File: config.mk
export PLATFORM = sky130hd
export DESIGN_NAME = prio_intc
export DESIGN_NICKNAME = d
export VERILOG_FILES = /design/src/rtl/prio_intc_pkg.sv /design/src/rtl/prio_intc_regs.sv /design/src/rtl/prio_intc_arb.sv /design/src/rtl/prio_intc.sv
export SDC_FILE = /design/constraint.sdc
export NUM_CORES = 2
export LEC_CHECK = 0
export BUFFER_PORTS_ARGS = -buffer_cell sky130_fd_sc_hd__buf_2
export CORE_MARGIN = 2
export CORE_UTILIZATION = 45
export DETAILED_ROUTE_END_ITERATION = 8
export PLACE_DENSITY = 0.67
export SLEW_MARGIN = 20
export SYNTH_ARGS = -nofsm -noshare
export SYNTH_HDL_FRONTEND = slang
export SYNTH_HIERARCHICAL = 1
export SYNTH_SLANG_ARGS = --single-unit
File: constraint.sdc
create_clock -name clk -period 25.2 [get_ports clk]
set_input_delay 3.78 -clock clk [delete_from_list [all_inputs] [get_ports clk]]
set_output_delay 3.78 -clock clk [all_outputs]
set_load 0.05 [all_outputs]
File: src/rtl/prio_intc_pkg.sv
`timescale 1ns/1ps
package prio_intc_pkg;
  localparam int unsigned SRC_CNT = 64;
  localparam int unsigned LVL_W   = 8;
  localparam int unsigned BUS_W   = 32;
  localparam int unsigned OFS_W   = 8;
  localparam int unsigned VEC_W   = 8;

  localparam int unsigned VEC_BASE = 64;
  localparam int unsigned VEC_SPUR = 24;

  localparam logic [OFS_W-1:0] OFS_PEND_HI  = 8'h00;
  localparam logic [OFS_W-1:0] OFS_PEND_LO  = 8'h04;
  localparam logic [OFS_W-1:0] OFS_MASK_HI  = 8'h08;
  localparam logic [OFS_W-1:0] OFS_MASK_LO  = 8'h0C;
  localparam logic [OFS_W-1:0] OFS_FRC_HI   = 8'h10;
  localparam logic [OFS_W-1:0] OFS_FRC_LO   = 8'h14;
  localparam logic [OFS_W-1:0] OFS_LVL_BASE = 8'h40;
  localparam logic [OFS_W-1:0] OFS_VEC      = 8'hE0;
endpackage

File: src/rtl/prio_intc_regs.sv
`timescale 1ns/1ps
module prio_intc_regs
  import prio_intc_pkg::*;
#(
  parameter int unsigned N  = SRC_CNT,
  parameter int unsigned LW = LVL_W,
  parameter int unsigned DW = BUS_W,
  parameter int unsigned VW = VEC_W
) (
  input  logic                  clk,
  input  logic                  rst_n,
  input  logic [N-1:0]          irq_in,
  input  logic                  wr_en,
  input  logic [OFS_W-1:0]      addr,
  input  logic [DW-1:0]         wdata,
  input  logic [VW-1:0]         vec_cur,
  output logic [DW-1:0]         rdata,
  output logic                  wr_err,
  output logic [N-1:0]          pend_o,
  output logic [N-1:0]          mask_o,
  output logic [N-1:0]          frc_o,
  output logic [N-1:0][LW-1:0]  lvl_o
);
  localparam int unsigned IW = $clog2(N);
  localparam int unsigned LO = 32'(OFS_LVL_BASE);

  logic [N-1:0]         pend_q;
  logic [N-1:0]         mask_q, mask_d;
  logic                 mask_we;
  logic [N-1:0]         frc_q;
  logic [N-1:0][LW-1:0] lvl_q, lvl_d;
  logic                 lvl_we;
  logic                 err_q, err_d;

  logic                 lvl_hit;
  logic [IW-1:0]        lvl_idx;
  logic                 ofs_writable;

  assign lvl_hit = (32'(addr) >= LO) && (32'(addr) < LO + N);
  assign lvl_idx = IW'(32'(addr) - LO);
  assign ofs_writable = lvl_hit || (addr == OFS_PEND_HI) || (addr == OFS_PEND_LO) ||
                        (addr == OFS_MASK_HI) || (addr == OFS_MASK_LO);

  // next-state
  always_comb begin
    mask_d  = mask_q;
    mask_we = 1'b0;
    if (wr_en && addr == OFS_MASK_HI) begin
      mask_d[N-1:DW] = wdata;
      mask_we        = 1'b1;
    end
    if (wr_en && addr == OFS_MASK_LO) begin
      mask_d[DW-1:0] = wdata;
      mask_we        = 1'b1;
    end
  end

  always_comb begin
    lvl_d  = lvl_q;
    lvl_we = wr_en && lvl_hit;
    if (lvl_we) lvl_d[lvl_idx] = wdata[LW-1:0];
  end

  assign err_d = wr_en && !ofs_writable;

  // registers
  always_ff @(posedge clk or negedge rst_n) begin
    if (!rst_n) begin
      pend_q <= '0;
      frc_q  <= '0;
      err_q  <= 1'b0;
    end else begin
      pend_q <= irq_in;
      frc_q  <= frc_q;
      err_q  <= err_d;
    end
  end

  always_ff @(posedge clk or negedge rst_n) begin
    if (!rst_n)       mask_q <= '1;
    else if (mask_we) mask_q <= mask_d;
  end

  always_ff @(posedge clk or negedge rst_n) begin
    if (!rst_n)      lvl_q <= '0;
    else if (lvl_we) lvl_q <= lvl_d;
  end

  // read path
  always_comb begin
    rdata = '0;
    if (lvl_hit) rdata = DW'(lvl_q[lvl_idx]);
    else begin
      case (addr)
        OFS_PEND_HI: rdata = pend_q[N-1:DW];
        OFS_PEND_LO: rdata = pend_q[DW-1:0];
        OFS_MASK_HI: rdata = mask_q[N-1:DW];
        OFS_MASK_LO: rdata = mask_q[DW-1:0];
        OFS_FRC_HI:  rdata = frc_q[N-1:DW];
        OFS_FRC_LO:  rdata = frc_q[DW-1:0];
        OFS_VEC:     rdata = DW'(vec_cur);
        default:     rdata = '0;
      endcase
    end
  end

  assign wr_err = err_q;
  assign pend_o = pend_q;
  assign mask_o = mask_q;
  assign frc_o  = frc_q;
  assign lvl_o  = lvl_q;
endmodule

File: src/rtl/prio_intc_arb.sv
`timescale 1ns/1ps
module prio_intc_arb
  import prio_intc_pkg::*;
#(
  parameter int unsigned N  = SRC_CNT,
  parameter int unsigned LW = LVL_W,
  parameter int unsigned IW = $clog2(N)
) (
  input  logic [N-1:0]         act,
  input  logic [N-1:0][LW-1:0] lvl,
  output logic                 win_vld,
  output logic [LW-1:0]        win_lvl,
  output logic [IW-1:0]        win_idx
);
  // Balanced tree; N must be a power of two. The upper child of each pair
  // holds the larger indices and wins on an equal level.
  for (genvar s = 0; s <= IW; s++) begin : g_st
    localparam int unsigned W = N >> s;
    logic [W-1:0]  vld;
    logic [LW-1:0] lv [W];
    logic [IW-1:0] ix [W];

    if (s == 0) begin : g_leaf
      for (genvar i = 0; i < W; i++) begin : g_i
        assign vld[i] = act[i];
        assign lv[i]  = lvl[i];
        assign ix[i]  = IW'(i);
      end
    end else begin : g_node
      for (genvar i = 0; i < W; i++) begin : g_i
        logic pick_hi;
        assign pick_hi = g_st[s-1].vld[2*i+1] &&
                         (!g_st[s-1].vld[2*i] || (g_st[s-1].lv[2*i+1] >= g_st[s-1].lv[2*i]));
        assign vld[i] = g_st[s-1].vld[2*i] | g_st[s-1].vld[2*i+1];
        assign lv[i]  = pick_hi ? g_st[s-1].lv[2*i+1] : g_st[s-1].lv[2*i];
        assign ix[i]  = pick_hi ? g_st[s-1].ix[2*i+1] : g_st[s-1].ix[2*i];
      end
    end
  end

  assign win_vld = g_st[IW].vld[0];
  assign win_lvl = g_st[IW].lv[0];
  assign win_idx = g_st[IW].ix[0];
endmodule

File: src/rtl/prio_intc.sv
`timescale 1ns/1ps
module prio_intc
  import prio_intc_pkg::*;
#(
  parameter int unsigned N  = SRC_CNT,
  parameter int unsigned LW = LVL_W,
  parameter int unsigned DW = BUS_W,
  parameter int unsigned VW = VEC_W
) (
  input  logic             clk,
  input  logic             rst_ni,
  input  logic [N-1:0]     irq_in,
  input  logic             bus_wr,
  input  logic [OFS_W-1:0] bus_addr,
  input  logic [DW-1:0]    bus_wdata,
  output logic [DW-1:0]    bus_rdata,
  output logic             bus_err,
  output logic             irq_req,
  output logic [LW-1:0]    irq_level,
  output logic [VW-1:0]    irq_vector
);
  localparam int unsigned IW = $clog2(N);

  logic [1:0] rst_sync_q;
  logic       rst_n;

  always_ff @(posedge clk or negedge rst_ni) begin
    if (!rst_ni) rst_sync_q <= 2'b00;
    else         rst_sync_q <= {rst_sync_q[0], 1'b1};
  end
  assign rst_n = rst_sync_q[1];

  logic [N-1:0]         pend, mask, frc;
  logic [N-1:0][LW-1:0] lvl;
  logic [N-1:0]         en, act;
  logic                 win_vld;
  logic [LW-1:0]        win_lvl;
  logic [IW-1:0]        win_idx;

  logic          req_q, req_d;
  logic [LW-1:0] lvl_q, lvl_d;
  logic [VW-1:0] vec_q, vec_d;

  prio_intc_regs #(.N(N), .LW(LW), .DW(DW), .VW(VW)) u_regs (
    .clk     (clk),
    .rst_n   (rst_n),
    .irq_in  (irq_in),
    .wr_en   (bus_wr),
    .addr    (bus_addr),
    .wdata   (bus_wdata),
    .vec_cur (vec_q),
    .rdata   (bus_rdata),
    .wr_err  (bus_err),
    .pend_o  (pend),
    .mask_o  (mask),
    .frc_o   (frc),
    .lvl_o   (lvl)
  );

  for (genvar i = 0; i < N; i++) begin : g_en
    assign en[i] = |lvl[i];
  end
  assign act = (pend | frc) & en & ~mask;

  prio_intc_arb #(.N(N), .LW(LW), .IW(IW)) u_arb (
    .act     (act),
    .lvl     (lvl),
    .win_vld (win_vld),
    .win_lvl (win_lvl),
    .win_idx (win_idx)
  );

  // next-state
  always_comb begin
    req_d = win_vld;
    lvl_d = win_vld ? win_lvl : '0;
    vec_d = win_vld ? (VW'(VEC_BASE) + VW'(win_idx)) : VW'(VEC_SPUR);
  end

  // registers
  always_ff @(posedge clk or negedge rst_n) begin
    if (!rst_n) begin
      req_q <= 1'b0;
      lvl_q <= '0;
      vec_q <= VW'(VEC_SPUR);
    end else begin
      req_q <= req_d;
      lvl_q <= lvl_d;
      vec_q <= vec_d;
    end
  end

  assign irq_req    = req_q;
  assign irq_level  = lvl_q;
  assign irq_vector = vec_q;
endmodule

==> out/results.tsv <==
stage	metric	value	unit
synth	async_flop_share	1.000	
global_route	overflow	0	
cells_and_area	layout.nets	5804	
setup_path	crit_fanout	21	
clocking	cts_buffers	77	
clocking	root_buffer	clkbuf_16	
sta	relSlewSlack	0.1696	
hold_path	min_from	rst_sync_q[0]	
sta	setup_viol	0	
placement	io_buffer_count	155	
floorplanning	initial_core_util	0.4524	
setup_path	path_class	flip-flop to flip-flop	
placement	place.gp.congestion	1.009	
sta	min_period	15.05	ns
sta	rsz0062_at_grt	false	
synth	synthesis.area	50690	µm²
detailed_routing	remaining_drc_errors	0	
run_status	status	finished clean	
clocking	cts.clk_slew.worst_paths	0.06	ns
setup_path	r2r_start	u_regs/lvl_o[504]	
clocking	insertion_delay	0.67	ns
setup_path	path_common_cell	a21o_1	
pwr	p_per_area	109.6	nW/µm²
cells_and_area	final_util	0.4947	
pwr	p_leak	26.17	nW
clocking	cts-hold-fix-buffers	0	
sta	fmax	66.43	MHz
synth	ys.flop_type	dfrtp_1	
detailed_routing	detail_route.wl_per_cell	28.42	µm
floorplanning	num_io_pins	157	
detailed_routing	drt_first_pass_iters	6	
global_route	globalRouteTotalUtil	0.3252	
hold_path	min_path_type	flip-flop to flip-flop	
setup_path	cp.arrival	15.60	ns
setup_path	crit_slowest_cell	a2111oi_1	
synth	yosys.area.top_type	dfrtp_1	
clocking	htree_levels	3	
setup_path	critPathMaxStageDelay	0.78	ns
sta	period_share	0.5974	
cells_and_area	finalNonFillerCells	6772	
clocking	cts_tree	built	
placement	dp.final_hpwl	142.2	mm
setup_path	worstSetupStartpoint	u_regs/lvl_o[504]	
detailed_routing	ant_nets	0	
floorplanning	die_area	115300	µm²
global_route	grt_antenna_before_repair	11	
synth	synth_top_area_frac	0.2923	
synth	postSynthCellCount	5127	
global_route	first_global_vias	41450	
pwr	ir_worst_vdd	228.5	µV
floorplanning	num_rows	123	
setup_path	cp-start-kind	flip-flop	
floorplanning	die_x	339.6	µm
cells_and_area	area_delta_synth_final	9.335	%
floorplanning	dieHeight	339.6	µm
setup_path	worstSetupEndpointType	flip-flop	
global_route	grt_pass1_wl	280.3	mm
sta	max_slew.worst_pin.slew	1.214	ns
detailed_routing	via_count	43360	
placement	numPlacedInstances	6628	
synth	ys_seq_area_frac	0.3265	
clocking	cts.sinks	658	
setup_path	worstPathRequired	25.75	ns
synth	ys_top_cells_by_area	dfrtp_1 29%, mux2_2 15%, ha_1 12%, mux2i_1 6.6%, dfstp_2 3.4%	
synth	synth_seq_cells	658	
clocking	cts_resized	0	
sta	fin_tns_setup	0	ns
sta	drv_slew	0	
detailed_routing	vias_per_cell	6.403	
clocking	cts_setup_buffers	0	
synth	synth_edf_count	0	
sta	hold_violations	0	
sta	fin_skew	0.02252	ns
global_route	grt_max_degree	146	
synth	yosysWarnings	6	
detailed_routing	drt-total-wl	192.4	mm
cells_and_area	drive_above_1_share	0.2299	
detailed_routing	first_iter_violations	4916	
floorplanning	fp.coreArea	112000	µm²
synth	synth_area_per_cell	9.887	µm²
flow_run	cap_viol_max_count	0	
clocking	cts_max_path_buffers	3	
synth	ys_types	99	
per-stage QoR:
stage / instance area [µm²] / hold slack, ns / total power [mW] / worst slack (ns)
2_1_floorplan: 50930 / 0.3312 / 3.878 / 5.617
3_3_place_gp: 52680 / 0.3404 / 4.720 / 10.25
3_5_place_dp: 52680 / 0.3464 / 4.772 / 10.13
4_1_cts: 55350 / 0.3624 / 5.980 / 10.07
5_1_grt: 55420 / 0.3669 / 6.432 / 8.976
6_report: 55420 / 0.3579 / 6.077 / 10.15
routing by layer:
layer  vias to the layer above  GRT usage  wire, µm
met5                         -    0.01266       277
met4                        12     0.1514     10350
met3                       527    0.08249     20810
met2                      2386     0.4793     80860
met1                     21400     0.4450     80150
li1                      19040          -         -
logic make-up after synthesis:
logic type	after synthesis	share of synthesized area
buffers and inverters	708	0.06035
DFF	658	0.3265
AOI/OAI and AO/OA	1144	0.1538
and+or+nand+nor	1086	0.1118
other	3	0.0002221
adders and majority gates	495	0.1219
muxes	1033	0.2255
cell type report:
type	count	area, µm²
Antenna cell	1	2.502
Clock buffer	104	2235
Sequential cell	658	16550
Fill cell	10450	56620
Tap cell	1500	1877
Timing Repair Buffer	215	1270
Inverter	431	1618
Clock inverter	38	430.4
Multi-Input combinational cell	3825	31440
final timing paths:
check	slack, ns	end	cells past startpoint
max	10.15	irq_vector[2]	68
min	0.36	rst_sync_q[1]	0
max reg2reg	10.15	irq_vector[2]	68
min reg2reg	0.36	rst_sync_q[1]	0
max in group asynchronous	20.68	u_regs/mask_o[54]	5
min in group asynchronous	0.40	u_regs/lvl_o[257]	0
layout by cell type, fill, tap and decap left out, types with 30 or more instances in the layout:
master and instances:
buf_4 59, clkbuf_16 82, ha_1 489, nor2_1 290, buf_2 153, and2_1 36
a211oi_1 120, dfrtp_1 591, nand2_1 226, o21a_1 39, nand2b_1 82, a22oi_1 95
nor2b_1 46, a221oi_1 77, a21o_1 86, conb_1 67, o22ai_1 35, o22a_1 30
mux2_2 655, inv_1 431, a31oi_1 39, nor4_1 142, o21ai_0 195, dfstp_2 66
nand3_1 57, a21oi_1 228, mux2i_1 334
critical path, delay by kind of cell, from the launching register on:
kind                     cells  cell delay (ns)
AO/OA/AOI/OAI               38             7.72
adder cells (fa/ha/maj)      6             1.78
buffers and inverters        2             0.33
flip-flops                   1             0.43
multiplexers                 1             0.44
AND/OR/NAND/NOR             21             4.27
registers in the layout (all words and copies together) (netlist names):
name and cells:
u_regs/wr_err 1, irq_level 8, rst_sync_q 2, u_regs/mask_o 64, irq_vector 7, u_regs/pend_o 64
u_regs/lvl_o 512
Yosys cell counts, drive strengths merged, types with 21 or more instances:
master / count
mux2: 680
dfrtp: 592
ha: 489
inv: 431
mux2i: 334
nor2: 330
nand2: 252
a21oi: 235
o21ai: 206
buf: 145
nor4: 143
clkbuf: 132
a211oi: 122
a22oi: 95
a21o: 86
nand2b: 82
a221oi: 78
dfstp: 66
nand3: 57
nor2b: 48
a31oi: 41
o21a: 39
and2: 38
o22ai: 35
o22a: 30
and3: 27
a2111oi: 26
nor3: 25
o211ai: 22
or2: 21
power breakdown:
| group | internal (mW) | switching (mW) | total (mW) |
|---|---|---|---|
| clock | 0.699 | 0.499 | 1.20 |
| combinational | 1.47 | 2.14 | 3.61 |
| sequential | 1.15 | 0.118 | 1.27 |
| total | 3.32 | 2.76 | 6.08 |
Note: power is estimated with default switching activity, not from simulation.
